$ cat src/rtl/emac_netctl_reg.sv
module emac_netctl_reg (
  input  logic       clk,
  input  logic       rst_n,
  input  logic       soft_rst,
  input  logic       wr_en,
  input  logic [7:0] wr_data,
  output logic [7:0] rd_data,
  input  logic       wait_mode,
  input  logic       tx_active,
  input  logic       mgmt_busy,
  output logic       rx_enable,
  output logic       tx_enable,
  output logic       mgmt_enable,
  output logic       ext_phy_sel,
  output logic       int_phy_sel,
  output logic       loopback,
  output logic       full_duplex,
  output logic       drop_rx,
  output logic       clear_pause,
  output logic       proto_err
);
  localparam int B_EN = 7, B_WD = 5, B_XP = 4, B_LB = 3, B_FD = 1;

  logic mac_on, wait_off, xphy, lpbk, fdx;
  logic xphy_lock, mac_on_q, gated_q, err_q;

  logic gated, xphy_chg, en_chg, lb_chg;
  assign gated    = wait_off & wait_mode;
  assign en_chg   = wr_data[B_EN] != mac_on;
  assign lb_chg   = wr_data[B_LB] != lpbk;
  assign xphy_chg = !xphy_lock && (wr_data[B_XP] != xphy);

  always_ff @(posedge clk or negedge rst_n) begin
    if (!rst_n) begin
      mac_on <= 1'b0; wait_off <= 1'b0; xphy <= 1'b0; lpbk <= 1'b0; fdx <= 1'b0;
      xphy_lock <= 1'b0; mac_on_q <= 1'b0; gated_q <= 1'b0; err_q <= 1'b0;
    end else if (soft_rst) begin
      mac_on <= 1'b0; wait_off <= 1'b0; xphy <= 1'b0; lpbk <= 1'b0; fdx <= 1'b0;
      xphy_lock <= 1'b0; mac_on_q <= 1'b0; gated_q <= 1'b0; err_q <= 1'b0;
    end else begin
      mac_on_q <= mac_on;
      gated_q  <= gated;
      err_q    <= wr_en && ((en_chg && tx_active) ||
                            (xphy_chg && (mac_on || mgmt_busy)) ||
                            (wr_data[B_EN] && !mac_on && (lb_chg || xphy_chg)));
      if (wr_en) begin
        mac_on    <= wr_data[B_EN];
        wait_off  <= wr_data[B_WD];
        lpbk      <= wr_data[B_LB];
        fdx       <= wr_data[B_FD];
        xphy_lock <= 1'b1;
        if (!xphy_lock) xphy <= wr_data[B_XP];
      end
    end
  end

  assign rd_data     = {mac_on, 1'b0, wait_off, xphy, lpbk, 1'b0, fdx, 1'b0};
  assign rx_enable   = mac_on & ~gated;
  assign tx_enable   = mac_on & ~gated;
  assign mgmt_enable = ~gated;
  assign ext_phy_sel = xphy;
  assign int_phy_sel = ~xphy;
  assign loopback    = lpbk;
  assign full_duplex = fdx;
  assign drop_rx     = (mac_on_q & ~mac_on) | (gated & ~gated_q);
  assign clear_pause = drop_rx;
  assign proto_err   = err_q;


  soft_reset_clears_chk: assert property (@(posedge clk) disable iff (!rst_n)
    soft_rst |=> (rd_data == 8'h00));

  xphy_locked_chk: assert property (@(posedge clk) disable iff (!rst_n)
    (xphy_lock && !soft_rst) |=> $stable(ext_phy_sel));

  disable_pulse_chk: assert property (@(posedge clk) disable iff (!rst_n)
    (wr_en && !soft_rst && rd_data[B_EN] && !wr_data[B_EN]) |=> (drop_rx && clear_pause));

  wait_entry_pulse_chk: assert property (@(posedge clk) disable iff (!rst_n)
    (rd_data[B_WD] && $rose(wait_mode) && $stable(rd_data)) |-> clear_pause);

  mgmt_free_chk: assert property (@(posedge clk) disable iff (!rst_n)
    !wait_mode |-> mgmt_enable);

  tx_active_violation_chk: assert property (@(posedge clk) disable iff (!rst_n)
    (wr_en && !soft_rst && tx_active && (wr_data[B_EN] != rd_data[B_EN])) |=> proto_err);
endmodule

$ cat config.mk
export PLATFORM = sky130hd
export DESIGN_NAME = emac_netctl_reg
export DESIGN_NICKNAME = d
export VERILOG_FILES = /design/src/rtl/emac_netctl_reg.sv
export SDC_FILE = /design/constraint.sdc
export NUM_CORES = 1
export LEC_CHECK = 0
export BUFFER_PORTS_ARGS = -buffer_cell sky130_fd_sc_hd__buf_4
export CAP_MARGIN = 0
export CELL_PAD_IN_SITES_DETAIL_PLACEMENT = 1
export CELL_PAD_IN_SITES_GLOBAL_PLACEMENT = 1
export CORE_MARGIN = 2
export CORE_UTILIZATION = 30
export CTS_CLUSTER_SIZE = 8
export DETAILED_ROUTE_END_ITERATION = 10
export PLACE_DENSITY = 0.83
export SYNTH_ARGS = -nofsm -noshare
export SYNTH_HDL_FRONTEND = slang
export SYNTH_SLANG_ARGS = --single-unit
$ cat constraint.sdc
create_clock -name clk -period 2.3 [get_ports clk]
set_input_delay 0.115 -clock clk [delete_from_list [all_inputs] [get_ports clk]]
set_output_delay 0.115 -clock clk [all_outputs]
set_load 0.005 [all_outputs]
==> metrics.md <==
| Metric | Value |
|---|---|
| Mean Syn Cell Area | ~10 um^2 |
| Crit end category | register |
| Final hold viol count | 0 |
| Hold slack final | approximately 90 ps |
| Tot GR Track Use | 0.129 |
| DR WL/cell | 12.5 um |
| Post-Syn Area | between 500 and 600 um^2 |
| Max Cap Viol | 0 |
| Crit path max fanout | 4 |
| Clock Tree Buf Depth | 2 |
| Overall power | approximately 0.00037 W |
| DP Wirelength | 923 um |
| Total number of vias | 402 |
| Pin count of the biggest net entering global routing | 10 |
| Clock power frac | 0.323 |
| Slew Limit Fails | 0 |
| Syn Inst Count | roughly 50 |
| FILL cells | approximately 180 |
| Synth top area share | 0.441 |
| Crit path cell chain | inv_1, ha_1, nor3_1, or4_1, o21ai_0 |
| Via density | about 4.6 |
| Clock-pin slew on the worst setup and hold paths | 70 ps |
| WL met1 | roughly 450 um |
| Antenna diode count | 0 |
| Clock insertion delay at the later pin of the skew report | roughly 250 ps |
| Final Util | 0.433 |
| Sequential element share of the synthesized area | 0.441 |
| Synth top area cells | dfrtp_1 44%, buf_4 16%, mux2i_1 9.8%, nor2_1 6.6%, nand2b_4 2.7% |
| TritonCTS clock tree | yes |
| Postcts setup bufs | 0 |
| Skew final | between 6 and 7 ps |
| Num rows | 14 |
| CP Data Required Time | 2480 ps |
| Gr ovfl total | 0 |
| Comb pwr share | 0.207 |
| Seq pwr share | 0.470 |
| Final instance area | slightly below 700 um^2 |
| IO buf count | 26 |
| Hold Crit Class | input pin to register |
| TritonCTS sink count | 9 |
| Synth cell types | 18 |
| Peak VDD IR | between 200 and 250 uV |
| Crit-path max cell delay | between 400 and 500 ps |
| Internal power | around 0.00028 W |
| DR top layer | met3 |
| Antenna violations before repair | 0 |
| Post-Route Setup TNS | 0 ps |
| Yosys top cell by area | dfrtp_1 |
| Pwr dens | 551 nW/um^2 |
| Net Sw Frac | 0.251 |
| Status | finished clean |
| IO Count | 33 |
| #FFs+latches synth | 9 |
| Max frequency | ~710 MHz |
| H-Tree Depth | 1 |
| CP max stage cell | or4_1 |
| Die Ht | 45.3 um |
| Dpl cell area | 639 um^2 |
| Drt pass-1 iters | 2 |
| Post-DRT Antenna Nets | 0 |
| Area Overhead vs Synth | 32.4% |
| Starting Density | 0.327 |
| Static Leak | about 0.36 nW |
| Die width | about 45 um |
| Final setup viols | 0 |
| Die area | ~2000 um^2 |
| Critical path type | register to register |
| Vias in the first global route | 409 |
| Clock Root Buffer | clkbuf_4 |
| DRC viols | 0 |
| First-pass GRT wire length | ~1.9 mm |
| Share of layout cells above drive strength 1 | 0.417 |
| Final period utilization | 0.611 |
| Post-layout nets | between 80 and 90 |
| CP Data Arrival Time | 1580 ps |
| Net Sw Power | between 0.00009 and 0.0001 W |
| Syn. warnings | 0 |
| Min cycle time layout | 1400 ps |
| WL met2 | around 560 um |
| GP Congestion | approximately 0.75 |
| Initial DRC Count | 2 |
| CTS Buf Count | 3 |
| Core Box Area | 1560 um^2 |
| Critical path startpoint category | register |
| Met3 Routed Length | 89 um |
| RSZ-0062 raised after global routing | no |
| Routed WL | between 1 and 1.5 mm |
==> repair_timing <==
| item | 4_1_cts | 5_1_grt |
|---|---|---|
| hold buffers | 1 | 0 |
| hold endpoints to repair | 9 | 0 |
| resized for setup | 0 | 0 |
==> cells in the mapped netlist <==
cell       number
buf_4          11
dfrtp_1         9
nor2_1          9
mux2i_1         5
a21oi_1         2
inv_1           2
nor2b_1         2
buf_6           1
conb_1          1
ha_1            1
nand2_1         1
nand2b_4        1
nor3_1          1
o21ai_0         1
o2bb2ai_1       1
or4_1           1
xnor2_1         1
xor2_1          1
==> kinds of logic (layout without fill, tap and decap cells) <==
kind of cell	count (synthesis)	count (layout)	share of synthesized area
AND/OR/NAND/NOR	15	15	0.149
buffers and inverters	14	33	0.199
flip-flops	9	9	0.441
multiplexers	5	5	0.0980
AO/OA/AOI/OAI	4	4	0.0466
XOR/XNOR	2	2	0.0343
adder cells (fa/ha/maj)	1	1	0.0245
other	1	3	0.00735
==> stage by stage <==
step / setup slack, ps / instances
CTS: 868 / 88
global route: 778 / 88
floorplan: 1030 / 53
global placement: 929 / 83
detailed placement: 892 / 83
finish: 895 / 88
==> critical path, delay by kind of cell, from the launching register on <==
kind	cells	cell delay, ps
buf+inv	1	140
compound gates	1	80
flops	1	410
fa+ha+maj	1	190
simple gates	2	510
==> final timing paths <==
| kind | from | end | slack, ps | cells past startpoint |
|---|---|---|---|---|
| min reg2reg | full_duplex$_DFFE_PN0P_ | full_duplex$_DFFE_PN0P_ | 580 | 2 |
| max | mac_on$_DFFE_PN0P_ | proto_err$_DFF_PN0_ | 900 | 5 |
| min | soft_rst | mac_on_q$_DFF_PN0_ | 90 | 2 |
| min in group asynchronous | rst_n | ext_phy_sel$_DFFE_PN0P_ | 210 | 2 |
| max in group asynchronous | rst_n | full_duplex$_DFFE_PN0P_ | 1940 | 2 |
| max reg2reg | mac_on$_DFFE_PN0P_ | proto_err$_DFF_PN0_ | 900 | 5 |
==> layout make-up <==
class / count / area (um^2) / share of cell area
Clock buffer: 4 / 26.3 / 0.0389
Timing Repair Buffer: 27 / 205 / 0.304
Tap cell: 16 / 20.0 / 0.0296
Multi-Input combinational cell: 30 / 191 / 0.283
Inverter: 2 / 7.51 / 0.0111
Sequential cell: 9 / 225 / 0.333
==> flip-flops by register name, summed over array words and instances (netlist names) <==
signal	count
xphy_lock	1
wait_off	1
mac_on_q	1
loopback	1
full_duplex	1
ext_phy_sel	1
gated_q	1
mac_on	1
proto_err	1
==> layer usage <==
metal / vias to the layer above / GRT usage
met5: - / 0
met4: 0 / 0.0353
met3: 0 / 0.0360
met2: 19 / 0.237
met1: 193 / 0.143
li1: 190 / -
==> power groups by stage <==
stage | clock, W | combinational [W] | sequential (W)
floorplan | 0 | 0.0000456 | 0.000176
global placement | 0 | 0.0000741 | 0.000177
detailed placement | 0 | 0.0000771 | 0.000178
CTS | 0.000125 | 0.0000786 | 0.000175
global route | 0.000136 | 0.0000862 | 0.000176
finish | 0.000120 | 0.0000770 | 0.000175
==> cell usage in the layout (no fill, tap or decap), drive strengths merged <==
cell	Yosys	layout
o21ai	1	1
nand2	1	1
inv	2	2
dfrtp	9	9
nor2	9	9
conb	1	3
nor2b	2	2
nor3	1	1
xnor2	1	1
ha	1	1
xor2	1	1
mux2i	5	5
o2bb2ai	1	1
dlygate4sd3	0	1
or4	1	1
a21oi	2	2
buf	12	26
nand2b	1	1
clkbuf	0	4
No activity file was read; power rests on OpenSTA's default activity.
